### src/rtl/sarc_pkg.sv
package sarc_pkg;

  localparam logic [7:0] OFF_CTRL = 8'h04;
  localparam logic [7:0] OFF_STAT = 8'h08;
  localparam logic [7:0] OFF_TIME = 8'h0C;
  localparam logic [7:0] OFF_RES0 = 8'h14;
  localparam logic [7:0] OFF_IEN  = 8'h20;
  localparam logic [7:0] OFF_ICLR = 8'h24;
  localparam logic [7:0] OFF_ISTA = 8'h28;

  localparam int SEL_LSB   = 5;
  localparam int VALID_BIT = 15;

  localparam int STUP_W = 5;
  localparam int SMP_W  = 4;
  localparam int DIV_W  = 4;
  localparam int CMP_W  = 4;
  localparam int STUP_LSB = 0;
  localparam int SMP_LSB  = 8;
  localparam int DIV_LSB  = 12;
  localparam int CMP_LSB  = 16;
  localparam int PHC_W = STUP_W;

  typedef struct packed {
    logic [CMP_W-1:0]  cmp;
    logic [DIV_W-1:0]  div;
    logic [SMP_W-1:0]  smp;
    logic [STUP_W-1:0] stup;
  } time_cfg_t;

  typedef enum logic [1:0] {
    PH_IDLE,
    PH_STARTUP,
    PH_SAMPLE,
    PH_COMPARE
  } phase_e;

  function automatic time_cfg_t cfg_from_word(input logic [31:0] w);
    time_cfg_t r;
    r.stup = w[STUP_LSB +: STUP_W];
    r.smp  = w[SMP_LSB  +: SMP_W];
    r.div  = w[DIV_LSB  +: DIV_W];
    r.cmp  = w[CMP_LSB  +: CMP_W];
    return r;
  endfunction

  function automatic logic [31:0] cfg_to_word(input time_cfg_t c);
    logic [31:0] w;
    w = '0;
    w[STUP_LSB +: STUP_W] = c.stup;
    w[SMP_LSB  +: SMP_W]  = c.smp;
    w[DIV_LSB  +: DIV_W]  = c.div;
    w[CMP_LSB  +: CMP_W]  = c.cmp;
    return w;
  endfunction

  // Last count value of a phase (field value; phase lasts field+1 ticks)
  function automatic logic [PHC_W-1:0] phase_last(input time_cfg_t c, input phase_e p);
    case (p)
      PH_STARTUP: return PHC_W'(c.stup);
      PH_SAMPLE:  return PHC_W'(c.smp);
      PH_COMPARE: return PHC_W'(c.cmp);
      default:    return '0;
    endcase
  endfunction

  function automatic phase_e phase_next(input phase_e p);
    case (p)
      PH_STARTUP: return PH_SAMPLE;
      PH_SAMPLE:  return PH_COMPARE;
      default:    return PH_IDLE;
    endcase
  endfunction

  // Bus-clock cycles from start edge to completion edge
  function automatic int unsigned conv_cycles(input time_cfg_t c);
    return (32'(c.stup) + 32'(c.smp) + 32'(c.cmp) + 32'd3) * (32'(c.div) + 32'd1);
  endfunction

endpackage

### src/rtl/sarc_clkdiv.sv
module sarc_clkdiv #(
  parameter int DIV_W = 4
) (
  input  logic             clk,
  input  logic             rst_n,
  input  logic             run,
  input  logic             restart,
  input  logic [DIV_W-1:0] div,
  output logic             tick
);

  logic [DIV_W-1:0] cnt_q;
  logic             at_end;

  assign at_end = (cnt_q == div);
  assign tick   = run && !restart && at_end;

  always_ff @(posedge clk or negedge rst_n) begin
    if (!rst_n) begin
      cnt_q <= '0;
    end else if (!run || restart || at_end) begin
      cnt_q <= '0;
    end else begin
      cnt_q <= cnt_q + 1'b1;
    end
  end

endmodule

### src/rtl/sarc_phase_fsm.sv
module sarc_phase_fsm
  import sarc_pkg::*;
(
  input  logic      clk,
  input  logic      rst_n,
  input  logic      start,
  input  logic      tick,
  input  time_cfg_t cfg,
  output logic      sample_end,
  output logic      conv_done,
  output logic      busy
);

  phase_e           ph_q;
  logic [PHC_W-1:0] cnt_q;
  logic             last_tick;

  assign busy       = (ph_q != PH_IDLE);
  assign last_tick  = tick && busy && (cnt_q == phase_last(cfg, ph_q));
  assign sample_end = last_tick && (ph_q == PH_SAMPLE);
  assign conv_done  = last_tick && (ph_q == PH_COMPARE);

  always_ff @(posedge clk or negedge rst_n) begin
    if (!rst_n) begin
      ph_q  <= PH_IDLE;
      cnt_q <= '0;
    end else if (start) begin
      ph_q  <= PH_STARTUP;
      cnt_q <= '0;
    end else if (tick && busy) begin
      if (last_tick) begin
        ph_q  <= phase_next(ph_q);
        cnt_q <= '0;
      end else begin
        cnt_q <= cnt_q + 1'b1;
      end
    end
  end

endmodule

### src/rtl/sarc_result_slot.sv
module sarc_result_slot #(
  parameter int CODE_W = 12
) (
  input  logic              clk,
  input  logic              rst_n,
  input  logic              clear,
  input  logic              load,
  input  logic [CODE_W-1:0] code_in,
  output logic              valid,
  output logic [CODE_W-1:0] code
);

  always_ff @(posedge clk or negedge rst_n) begin
    if (!rst_n) begin
      valid <= 1'b0;
      code  <= '0;
    end else if (clear) begin
      valid <= 1'b0;
    end else if (load) begin
      valid <= 1'b1;
      code  <= code_in;
    end
  end

endmodule

### src/rtl/sarc_sequencer.sv
module sarc_sequencer
  import sarc_pkg::*;
#(
  parameter int NCH    = 3,
  parameter int CODE_W = 12,
  parameter int ADDR_W = 8
) (
  input  logic                  clk,
  input  logic                  rst_n,
  input  logic                  bus_we,
  input  logic [ADDR_W-1:0]     bus_addr,
  input  logic [31:0]           bus_wdata,
  output logic [31:0]           bus_rdata,
  input  logic [NCH*CODE_W-1:0] ain_code,
  output logic                  irq
);

  localparam logic [31:0] SEL_MASK  = ((32'd1 << NCH) - 32'd1) << SEL_LSB;
  localparam logic [31:0] CTRL_MASK = SEL_MASK | 32'd1;

  // Named internal events (observed by the bound checker)
  logic            wr_ctrl, wr_time, wr_ien, wr_iclr;
  logic            en_rise, start_evt, bad_req, clr_evt;
  logic            sample_evt, done_evt, busy, div_tick;
  logic [NCH-1:0]  req_sel;

  logic [31:0]     ctrl_q;
  time_cfg_t       cfg_q, cfg_run;
  logic            int_en_q, int_sta_q;
  logic [NCH-1:0]  chan_oh_q;
  logic [CODE_W-1:0] samp_q, sel_code;
  logic [NCH-1:0]  res_valid;
  logic [CODE_W-1:0] res_code [NCH];

  assign wr_ctrl = bus_we && (bus_addr == ADDR_W'(OFF_CTRL));
  assign wr_time = bus_we && (bus_addr == ADDR_W'(OFF_TIME));
  assign wr_ien  = bus_we && (bus_addr == ADDR_W'(OFF_IEN));
  assign wr_iclr = bus_we && (bus_addr == ADDR_W'(OFF_ICLR));

  assign req_sel   = bus_wdata[SEL_LSB +: NCH];
  assign en_rise   = wr_ctrl && bus_wdata[0] && !ctrl_q[0];
  assign start_evt = en_rise && ($countones(req_sel) == 1) && !busy;
  assign bad_req   = en_rise && ($countones(req_sel) != 1);
  assign clr_evt   = wr_iclr && bus_wdata[0];

  // Register file
  always_ff @(posedge clk or negedge rst_n) begin
    if (!rst_n) begin
      ctrl_q   <= '0;
      cfg_q    <= '0;
      int_en_q <= 1'b0;
    end else begin
      if (wr_ctrl) ctrl_q   <= bus_wdata & CTRL_MASK;
      if (wr_time) cfg_q    <= cfg_from_word(bus_wdata);
      if (wr_ien)  int_en_q <= bus_wdata[0];
    end
  end

  // Conversion context: timing snapshot and channel
  always_ff @(posedge clk or negedge rst_n) begin
    if (!rst_n) begin
      cfg_run   <= '0;
      chan_oh_q <= '0;
    end else if (start_evt) begin
      cfg_run   <= cfg_q;
      chan_oh_q <= req_sel;
    end
  end

  sarc_clkdiv #(.DIV_W(DIV_W)) u_div (
    .clk     (clk),
    .rst_n   (rst_n),
    .run     (busy),
    .restart (start_evt),
    .div     (cfg_run.div),
    .tick    (div_tick)
  );

  sarc_phase_fsm u_fsm (
    .clk        (clk),
    .rst_n      (rst_n),
    .start      (start_evt),
    .tick       (div_tick),
    .cfg        (cfg_run),
    .sample_end (sample_evt),
    .conv_done  (done_evt),
    .busy       (busy)
  );

  // Input select and sample capture
  always_comb begin
    sel_code = '0;
    for (int n = 0; n < NCH; n++) begin
      if (chan_oh_q[n]) sel_code = ain_code[n*CODE_W +: CODE_W];
    end
  end

  always_ff @(posedge clk or negedge rst_n) begin
    if (!rst_n)          samp_q <= '0;
    else if (sample_evt) samp_q <= sel_code;
  end

  for (genvar g = 0; g < NCH; g++) begin : g_slot
    sarc_result_slot #(.CODE_W(CODE_W)) u_slot (
      .clk     (clk),
      .rst_n   (rst_n),
      .clear   (start_evt && req_sel[g]),
      .load    (done_evt && chan_oh_q[g]),
      .code_in (samp_q),
      .valid   (res_valid[g]),
      .code    (res_code[g])
    );
  end

  // Completion flag
  always_ff @(posedge clk or negedge rst_n) begin
    if (!rst_n)        int_sta_q <= 1'b0;
    else if (done_evt) int_sta_q <= 1'b1;
    else if (clr_evt)  int_sta_q <= 1'b0;
  end

  assign irq = int_sta_q && int_en_q;

  // Read path
  always_comb begin
    bus_rdata = '0;
    if (bus_addr == ADDR_W'(OFF_CTRL)) bus_rdata = ctrl_q;
    if (bus_addr == ADDR_W'(OFF_STAT)) bus_rdata[0] = busy;
    if (bus_addr == ADDR_W'(OFF_TIME)) bus_rdata = cfg_to_word(cfg_q);
    if (bus_addr == ADDR_W'(OFF_IEN))  bus_rdata[0] = int_en_q;
    if (bus_addr == ADDR_W'(OFF_ISTA)) bus_rdata[0] = int_sta_q;
    for (int n = 0; n < NCH; n++) begin
      if (bus_addr == ADDR_W'(32'(OFF_RES0) + 32'(4 * n))) begin
        bus_rdata[CODE_W-1:0] = res_code[n];
        bus_rdata[VALID_BIT]  = res_valid[n];
      end
    end
  end

endmodule

### config.mk
export PLATFORM = sky130hd
export DESIGN_NAME = sarc_sequencer
export DESIGN_NICKNAME = d
export VERILOG_FILES = /design/src/rtl/sarc_pkg.sv /design/src/rtl/sarc_clkdiv.sv /design/src/rtl/sarc_phase_fsm.sv /design/src/rtl/sarc_result_slot.sv /design/src/rtl/sarc_sequencer.sv
export SDC_FILE = /design/constraint.sdc
export NUM_CORES = 1
export LEC_CHECK = 0
export BUFFER_PORTS_ARGS = -buffer_cell sky130_fd_sc_hd__buf_2
export CORE_UTILIZATION = 50
export CTS_BUF_LIST = sky130_fd_sc_hd__clkbuf_4
export DETAILED_ROUTE_END_ITERATION = 6
export PLACE_DENSITY = 0.71
export SLEW_MARGIN = 40
export SYNTH_ARGS = -nofsm -noshare
export SYNTH_HDL_FRONTEND = slang
export SYNTH_SLANG_ARGS = --single-unit
### constraint.sdc
create_clock -name clk -period 3.9 [get_ports clk]
set_input_delay 0 -clock clk [delete_from_list [all_inputs] [get_ports clk]]
set_output_delay 0 -clock clk [all_outputs]
set_load 0.1 [all_outputs]
; Yosys cells after proc, flatten, opt, wreduce, memory -nomap -nowiden
; Cells that the tools add are included.
; Widths: inputs -> output; s select.
[word_totals]
ff_bits = 105
latch_bits = 0
mem_bits_rw = 0
mem_bits_ro = 0
in_bits = 79
output_inout_bits = 33
elab_cells = 113
n_memories = 0
[classes]
addsub = 4
n_mul = 0
div = 0
order_cmp = 0
n_eq_ne = 15
shift = 0
n_mux = 31
bitwise_logic = 3
n_reduce_logical = 38
[ops]
columns = cell, n
row1 = $mux 12, 6
row2 = $eq 32x2->1 const B, 1
row3 = $mux 32, 1
row4 = $eq 8x5->1 const B, 3
row5 = $eq 8x6->1 const B, 3
row6 = $logic_and 1x1->1, 22
row7 = $eq 8x4->1 const B, 2
row8 = $mux 5, 3
row9 = $pmux 5 s3, 1
row10 = $mux 1, 14
row11 = $reduce_bool 2->1, 7
row12 = $eq 8x3->1 const B, 1
row13 = $mux 8, 1
row14 = $reduce_and 2->1, 4
row15 = $mux 2, 3
row16 = $add 5x1->5 const B, 1
row17 = $eq 5x5->1, 1
row18 = $add 4x1->4 const B, 1
row19 = $eq 2x2->1 const B, 2
row20 = $eq 4x4->1, 1
row21 = $mux 4, 1
row22 = $pmux 2 s2, 1
row23 = $add 2x1->3, 1
row24 = $logic_not 1->1, 3
row25 = 4 further kinds, 7

; Logic depth before layout (Yosys ltp)
; Gate-level depths: netlist of the first run.
[depth]
depth_word = 15
mapped_depth = 8
ltp_nobuf = 7

; By module
; Synthesis of the first run repeated with hierarchy kept, for this count alone.
[unflattened]
cells_unflattened = 447
hier_area_um2 = 5486.5
[by_module_without_submodules]
columns = module, n_inst, cells_per_inst, area_each_um2, seq_area_each_um2
row1 = sarc_sequencer, 1, 280, 3080.5, 1376.3
row2 = sarc_result_slot, 3, 29, 539.3, 325.3
row3 = sarc_phase_fsm, 1, 61, 559.3, 175.2
row4 = sarc_clkdiv, 1, 19, 229.0, 100.1

; Worst setup path before layout of the first run
; Ideal clock, no wire load.
[synth_timing]
path_kind = register to output
start = register u_fsm.ph_q[0]
end = output bus_rdata[0]
arrival_time_ns = 3.093
required_ns = 3.900
setup_slack_ns = 0.807
stages_incl_launch_ff = 8
path_buffers = 0
cell_sequence = dfrtp_1 > inv_1 > ha_1 > nor2_1 > a21oi_1 > o21ai_0 > a21oi_1 > o21ai_0
[synth_between]
elab_chain_len = 8
[synth_rtl]
columns = element, line_no
row1 = start: declaration, sarc_phase_fsm.sv:14  ; phase_e ph_q;
row2 = start signal: assignment, sarc_phase_fsm.sv:32  ; ph_q <= phase_next(ph_q);
row3 = $reduce_bool 2->1, sarc_phase_fsm.sv:18  ; assign busy = (ph_q != PH_IDLE);
row4 = $mux 1, sarc_sequencer.sv:128  ; if (bus_addr == ADDR_W'(OFF_STAT)) bus_rdata[0] = busy;
row5 = $mux 32, sarc_sequencer.sv:129  ; if (bus_addr == ADDR_W'(OFF_TIME)) bus_rdata = cfg_to_word(cfg_q);
row6 = $mux 1, sarc_sequencer.sv:130  ; if (bus_addr == ADDR_W'(OFF_IEN)) bus_rdata[0] = int_en_q;
row7 = $mux 1, sarc_sequencer.sv:131  ; if (bus_addr == ADDR_W'(OFF_ISTA)) bus_rdata[0] = int_sta_q;
row8 = $mux 12 (3 in series), sarc_sequencer.sv:133  ; if (bus_addr == ADDR_W'(32'(OFF_RES0) + 32'(4 * n))) begin
row9 = end: declaration, sarc_sequencer.sv:13  ; output logic [31:0] bus_rdata,
; Every way passes these cells.

; Worst setup path in the final report of the first run
[layout_timing]
start = register u_fsm.ph_q[0]
end = register g_slot[2].u_slot.code[10]
[layout_between]
elab_chain_len = 11
[layout_rtl]
columns = element, line_no
row1 = "parallel branches: the longest is 10 deep, another holds $pmux 5 s3", --
row2 = $reduce_and 2->1 (no source line) (*), --
row3 = end signal: assignment, sarc_result_slot.sv:21  ; code <= code_in;
row4 = end: declaration, sarc_result_slot.sv:10  ; output logic [CODE_W-1:0] code
; Mark *: on every way between the ends.
; A chain may end at the register's enable or synchronous reset.

==> results of run 1 <==
## cell usage after synthesis, drive strengths merged, types with 3 or more instances
cell    instances  area [µm²]
dfrtp         105        2630
nand2          32         120
a22oi          24         180
and3            3        18.8
a222oi         10         100
nor4            5        76.3
o21ai          20         100
nor3            6        35.0
buf            19         143
or3             3        18.8
ha              7        87.6
a21o            4        30.0
xor2            3        26.3
inv            13        48.8
nand4           7        43.8
mux2i           3        30.0
and2            9        56.3
a31oi           3        18.8
mux2           87         980
nor2           20        77.6
clkbuf         13        48.8
nand3           5        30.0
xnor2           5        43.8
a21oi           9        45.0
## worst max-delay path, cell delays in order (launching register included)
cell	delay, ps
dfrtp_1	430
ha_1	370
a22oi_1	210
a21o_1	220
a2111o_1	600
nor4_4	270
buf_4	300
mux2_1	350
## stage by stage
step                utilization (%)  instance area [µm²]
floorplan                         -                 5280
global placement               57.8                 5750
detailed placement             57.8                 5750
CTS                            63.5                 6320
global route                   63.7                 6340
finish                         63.7                 6340
## power by group
group | leakage [nW] | internal (mW) | switching, mW | total, mW
logic | 1.59 | 0.0879 | 0.126 | 0.214
clock network | 0.0734 | 0.196 | 0.350 | 0.546
registers | 1.35 | 1.12 | 0.0247 | 1.14
total | 3.02 | 1.40 | 0.501 | 1.90
## per-layer routing
layer	vias to the layer above	routed length, µm
met2	129	6020
li1	1848	-
met4	0	299
met3	25	546
met5	-	0
met1	1994	5390
## flip-flops by register name (all words and copies together), names as in the netlist, 2 cells and up
register and cells:
u_div.cnt_q 4, g_slot.u_slot.code 36, u_fsm.cnt_q 5, g_slot.u_slot.valid 3
samp_q 12, cfg_run 17, u_fsm.ph_q 2, chan_oh_q 3
ctrl_q 4, cfg_q 17
## logic make-up after synthesis
group / synth area share, %
AO/OA/AOI/OAI: 11.3
flip-flops: 50.2
XOR/XNOR: 1.34
multiplexers: 19.3
AND/OR/NAND/NOR: 11.2
adder cells (fa/ha/maj): 2.06
other: 0.0716
buffers and inverters: 4.59
## final cells by class
cell class                      count  share of cell area (%)
Clock inverter                      7                    1.07
Clock buffer                        9                    1.07
Multi-Input combinational cell    301                    38.1
Sequential cell                   105                    41.5
Tap cell                          133                    2.63
Timing Repair Buffer              139                    14.9
Inverter                           13                   0.770
## worst max-delay path by stage
stage	startpoint	to	slack, ps	cells after the start
after floorplan	u_fsm.ph_q[0]$_DFFE_PN0P_	bus_rdata[0]	810	7
after global placement	u_fsm.ph_q[0]$_DFFE_PN0P_	g_slot[2].u_slot.code[0]$_DFFE_PN0P_	1150	7
after detailed placement	u_fsm.ph_q[0]$_DFFE_PN0P_	g_slot[2].u_slot.code[5]$_DFFE_PN0P_	1050	8
after CTS	u_fsm.ph_q[0]$_DFFE_PN0P_	g_slot[2].u_slot.code[10]$_DFFE_PN0P_	1030	8
after global routing	u_fsm.ph_q[0]$_DFFE_PN0P_	g_slot[2].u_slot.code[2]$_DFFE_PN0P_	890	7
final	u_fsm.ph_q[0]$_DFFE_PN0P_	g_slot[2].u_slot.code[10]$_DFFE_PN0P_	1040	7
==> results.sh, run 1 <==
export IMPL_status="finished clean"
export IMPL_holdPathEnd="samp_q[0]$_DFFE_PN0P_"
export IMPL_via_count=3996
export IMPL_rows=36
export IMPL_drc=0
export IMPL_synth_async_reset_ratio_pct=100
export IMPL_cts_resized=0
export IMPL_netlist_area_um2=5240
export IMPL_grt_use_total_pct=24.1
export IMPL_p_leak_nw=3.02
export IMPL_antenna_found_initial=0
export IMPL_num_nets_final=656
export IMPL_cts_buffer_depth=2
export IMPL_p_per_area_nw_per_um2=300
export IMPL_crit_type="flop to flop"
export IMPL_fin_crit_sh_pct=73.2
export IMPL_grtUsageMet3_pct=4.01
export IMPL_io_buffers=87
export IMPL_io_pins=112
export IMPL_rrSetupSlack_ps=1040
export IMPL_crit_arrival_ps=3180
export IMPL_overflow=0
export IMPL_maxCapViolCount=0
export IMPL_hp_start="ain_code[12]"
export IMPL_synth_cell_types=51
export IMPL_power_mw=1.90
export IMPL_min_path_type="primary input to flop"
export IMPL_via_per_inst=5.65
export IMPL_timing_rr_end="g_slot[2].u_slot.code[10]$_DFFE_PN0P_"
export IMPL_final_cells=707
export IMPL_grt_use_met1_pct=31.5
export IMPL_grt_pass1_vias=4090
export IMPL_fmax_mhz=350
export IMPL_end_kind="flop"
export IMPL_rsz0062_at_grt="no"
export IMPL_min_period_ps=2860
export IMPL_cts_buffers=9
export IMPL_wl_per_cell_um=17.3
export IMPL_finClkSkew_ps=20.0
export IMPL_clock_latency_ps=440
export IMPL_mostFrequentLayoutCells="dfrtp_1 (104), buf_2 (86), mux2_2 (68), dlygate4sd3_1 (44), nand2_1 (32)"
export IMPL_htreeDepth=3
export IMPL_worstMarginPinSlew_ps=745
export IMPL_synth_edf_count=0
export IMPL_postCtsSetupRepairBufs=0
export IMPL_critPathMaxFanout=13
export IMPL_drv_slew=0
export IMPL_fillers=800
export IMPL_n_antenna_cell=0
export IMPL_cts_tree="yes"
export IMPL_peakVddDrop_mv=0.182
export IMPL_yosysSeqAreaShare_pct=50.2
export IMPL_hold_slack_ps=24.0
export IMPL_use_met2_pct=40.5
export IMPL_finalWorstSetupSlack_ps=1040
export IMPL_start_kind="flop"
export IMPL_r2r_start="u_fsm.ph_q[0]$_DFFE_PN0P_"
export IMPL_ff2ff_path_depth=7
export IMPL_antenna_left=0
export IMPL_grt_max_degree=68
export IMPL_drive_above_1_share_pct=32.9
export IMPL_coreArea_um2=9950
export IMPL_hpwl_mm=8.26
export IMPL_final_common_cell="dfrtp_1"
export IMPL_final_hold_violation_count=0
export IMPL_setup_viol=0
export IMPL_dp_cells=647
export IMPL_place_congestion=0.797
export IMPL_synth_flop_cell="dfrtp_1"
export IMPL_syn_area_per_cell_um2=11.9
export IMPL_dr_pass1_iters=7
export IMPL_postSynthCellCount=440
export IMPL_cp_required_ps=4220
export IMPL_ys_warn_count=0
export IMPL_hold_buffers=43
export IMPL_slew_headroom_pct=50.2
export IMPL_grt_busiest_layer="met2"
export IMPL_initial_utilization_pct=52.6
export IMPL_wl_mm=12.3
export IMPL_die_x_um=104
export IMPL_area_growth_pct=21.1
export IMPL_synth_ff_latch_count=105
export IMPL_clock_root_buffer="clkbuf_4"
export IMPL_regArea_um2=2630
export IMPL_die_y_um=104
export IMPL_grt_pass1_wl_mm=20.4
export IMPL_min_path_cells=4
export IMPL_setup_tns_ps=0
export IMPL_cts_sinks=105
export IMPL_place_ws_ps=1050
export IMPL_multiInputGateArea_um2=2420
export IMPL_die_area_um2=10900
export IMPL_clk_pin_slew_ps=140
export IMPL_drtIter0Drc=255
Note: power is estimated with default switching activity, not from simulation.
==> run 2: changes to the inputs <==
--- a/config.mk
+++ b/config.mk
@@ -5,11 +5,12 @@
 export SDC_FILE = /design/constraint.sdc
 export NUM_CORES = 1
 export LEC_CHECK = 0
+export ABC_AREA = 1
 export BUFFER_PORTS_ARGS = -buffer_cell sky130_fd_sc_hd__buf_2
 export CORE_UTILIZATION = 50
 export CTS_BUF_LIST = sky130_fd_sc_hd__clkbuf_4
 export DETAILED_ROUTE_END_ITERATION = 6
-export PLACE_DENSITY = 0.71
+export PLACE_DENSITY = 0.74
 export SLEW_MARGIN = 40
 export SYNTH_ARGS = -nofsm -noshare
 export SYNTH_HDL_FRONTEND = slang
==> constraint.sdc (replaced) <==
create_clock -name clk -period 2.5 [get_ports clk]
set_input_delay 0 -clock clk [delete_from_list [all_inputs] [get_ports clk]]
set_output_delay 0 -clock clk [all_outputs]
set_load 0.1 [all_outputs]
==> run 2 against run 1 <==
Compared with the run above:
- clock-buffer cell count unchanged
- combinational power is 57% higher
- register-to-register slack worse by 790 ps
==> results.sh, run 2 <==
export IMPL_final_common_cell="nand2_1"
export IMPL_htreeDepth=3
export IMPL_synth_ff_latch_count=105
export IMPL_synth_async_reset_ratio_pct=100
export IMPL_min_period_ps=2240
export IMPL_mostFrequentLayoutCells="nand2_1 (243), dfrtp_1 (105), buf_2 (86), nand3_1 (66), inv_1 (64)"
export IMPL_drive_above_1_share_pct=16.8
export IMPL_drc=0
export IMPL_final_area_um2=6660
export IMPL_top_regs="g_slot.u_slot.code: 36 flops, cfg_q: 17 flops, cfg_run: 17 flops"
export IMPL_yosysSeqAreaShare_pct=48.6
export IMPL_largest_reg_flops=36
export IMPL_wl_per_cell_um=14.1
export IMPL_place_area_um2=5950
export IMPL_n_antenna_cell=0
export IMPL_maxCapViolCount=0
export IMPL_netlist_area_um2=5410
export IMPL_cts_tree="yes"
export IMPL_worstMarginPinSlew_ps=711
export IMPL_yosysMostFrequentCell="nand2_1"
export IMPL_rsz0062_at_grt="no"
export IMPL_fmax_mhz=446
export IMPL_syn_area_per_cell_um2=7.87
export IMPL_cts_buffers=9
export IMPL_min_path_type="primary input to async pin"
export IMPL_via_per_inst=5.18
export IMPL_cp_required_ps=2910
export IMPL_status="finished clean"
export IMPL_critPathMaxFanout=19
export IMPL_io_buffers=87
export IMPL_synth_top_area_cell="dfrtp_1"
export IMPL_die_y_um=106
export IMPL_dr_pass1_iters=5
export IMPL_synth_cell_types=34
export IMPL_clock_latency_ps=480
export IMPL_setup_viol=0
export IMPL_fillers=877
export IMPL_cts_resized=0
export IMPL_area_growth_pct=23.2
export IMPL_cts_sinks=105
export IMPL_power_mw=3.06
export IMPL_final_hold_violation_count=0
export IMPL_num_nets_final=911
export IMPL_regMostFlops="g_slot.u_slot.code"
export IMPL_drv_slew=0
export IMPL_grt_max_degree=54
export IMPL_synth_area_top_cells="dfrtp_1 (49%), nand2_1 (17%), nand3_1 (6.1%)"
export IMPL_overflow=0
export IMPL_hpwl_mm=9.11
export IMPL_p_per_area_nw_per_um2=459
export IMPL_die_x_um=106
export IMPL_postSynthCellCount=687
export IMPL_crit_type="flop to flop"
export IMPL_finClkSkew_ps=20.8
export IMPL_drtIter0Drc=367
export IMPL_end_kind="flop"
export IMPL_hold_slack_ps=88.8
export IMPL_clock_root_buffer="clkbuf_4"
export IMPL_rows=37
export IMPL_grt_pass1_vias=4769
export IMPL_netlist_area_leader_share_pct=48.6
export IMPL_p_leak_nw=3.77
export IMPL_synth_edf_count=0
export IMPL_antenna_left=0
export IMPL_via_count=4996
export IMPL_grt_use_total_pct=25.8
export IMPL_start_kind="flop"
export IMPL_crit_arrival_ps=2660
export IMPL_peakVddDrop_mv=0.218
export IMPL_regArea_um2=2630
export IMPL_io_pins=112
export IMPL_coreArea_um2=10400
export IMPL_multiInputGateArea_um2=2360
export IMPL_place_congestion=0.853
export IMPL_grt_pass1_wl_mm=22.8
export IMPL_cts_buffer_depth=2
export IMPL_wl_mm=13.6
export IMPL_setup_tns_ps=0
export IMPL_antenna_found_initial=0
export IMPL_ys_top_cells_by_count="nand2_1 (243), dfrtp_1 (105), nand3_1 (66)"
export IMPL_die_area_um2=11200
export IMPL_slew_headroom_pct=52.6
export IMPL_ys_warn_count=0
export IMPL_clk_pin_slew_ps=170
export IMPL_fin_crit_sh_pct=89.7
export IMPL_synth_flop_cell="dfrtp_1"
export IMPL_initial_utilization_pct=51.9
[run 2: changes by cell type in the layout (fill, tap and decap cells not counted), moves of 15 or more]
cell / delta
nand2_1: +211
mux2_2: -63
nand3_1: +62
inv_1: +51
a21oi_1: +28
nor2_1: +26
a22oi_1: -24
nand4_1: +17
mux2_1: -15
[run 2: where the power goes]
group | leakage [nW] | total [mW] | switching, mW | internal [mW]
Sequential | 1.30 | 1.78 | 0.0339 | 1.75
Combinational | 2.39 | 0.335 | 0.207 | 0.128
Clock | 0.0834 | 0.946 | 0.619 | 0.327
[run 2: cells by family (layout without fill, tap and decap cells)]
kind of cell             after synthesis  count (layout)  share of synthesized area, %
AO/OA/AOI/OAI                         48              48                          4.49
XOR/XNOR                               5               5                         0.810
adder cells (fa/ha/maj)                8               8                          1.99
buffers and inverters                107             237                          8.86
flip-flops                           105             105                          48.6
multiplexers                          18              18                          3.54
other                                  1              12                        0.0693
AND/OR/NAND/NOR                      395             396                          31.7
[run 2: path summary, 6_finish.rpt]
check | startpoint | end | slack, ps | cells past startpoint
setup reg to reg | u_fsm.ph_q[0]$_DFFE_PN0P_ | g_slot[0].u_slot.code[8]$_DFFE_PN0P_ | 260 | 12
setup / recovery | u_fsm.ph_q[0]$_DFFE_PN0P_ | g_slot[0].u_slot.code[8]$_DFFE_PN0P_ | 260 | 12
max in group asynchronous | rst_n | cfg_q[7]$_DFFE_PN0P_ | 1680 | 3
min in group clk | bus_addr[5] | int_sta_q$_DFFE_PN0P_ | 90 | 5
hold reg to reg | g_slot[0].u_slot.code[4]$_DFFE_PN0P_ | g_slot[0].u_slot.code[4]$_DFFE_PN0P_ | 500 | 2
hold / removal | rst_n | cfg_run[10]$_DFFE_PN0N_ | 90 | 2
[run 2: what timing repair did]
| item | 4_1_cts | 5_1_grt |
|---|---|---|
| hold buffers | 53 | 0 |
| buffers inserted | 0 | 1 |
| setup endpoints to repair | 0 | 36 |
| hold endpoints to repair | 92 | 0 |
[run 2: area by class of cell]
class,instances,area share [%]
clock buffers,9,1.01
clock inverters,7,1.28
inverters,67,3.78
multi-input cells,487,35.4
flip-flops and latches,105,39.4
well taps,136,2.55
repair buffers,154,16.5
[run 2: through the flow]
stage	util (%)	worst slack [ps]	instances
after detailed placement	57.1	206	894
after floorplan	-	677	698
after CTS	63.7	177	963
after global routing	64.0	41.0	965
after global placement	57.1	329	894
final	64.0	258	965
[run 2: critical path, stage by stage (launching register included)]
cell and delay [ps]:
dfrtp_1 460, inv_1 130, ha_1 290, nand2_1 80
nand3_1 110, nand2_1 60, nand2_1 50, nand2_1 60
nor2_2 250, nand2_4 180, nor2_8 310, nand3_1 120
nand2_1 80
[run 2: layer usage]
layer / GRT usage (%) / up-vias / part of all wire, % / wire (µm)
met5: 0 / - / 0 / 0
met4: 7.64 / 0 / 1.6 / 222
met3: 5.46 / 22 / 5.9 / 806
met2: 44.0 / 185 / 50 / 6800
met1: 32.9 / 2356 / 43 / 5810
li1: - / 2433 / - / -
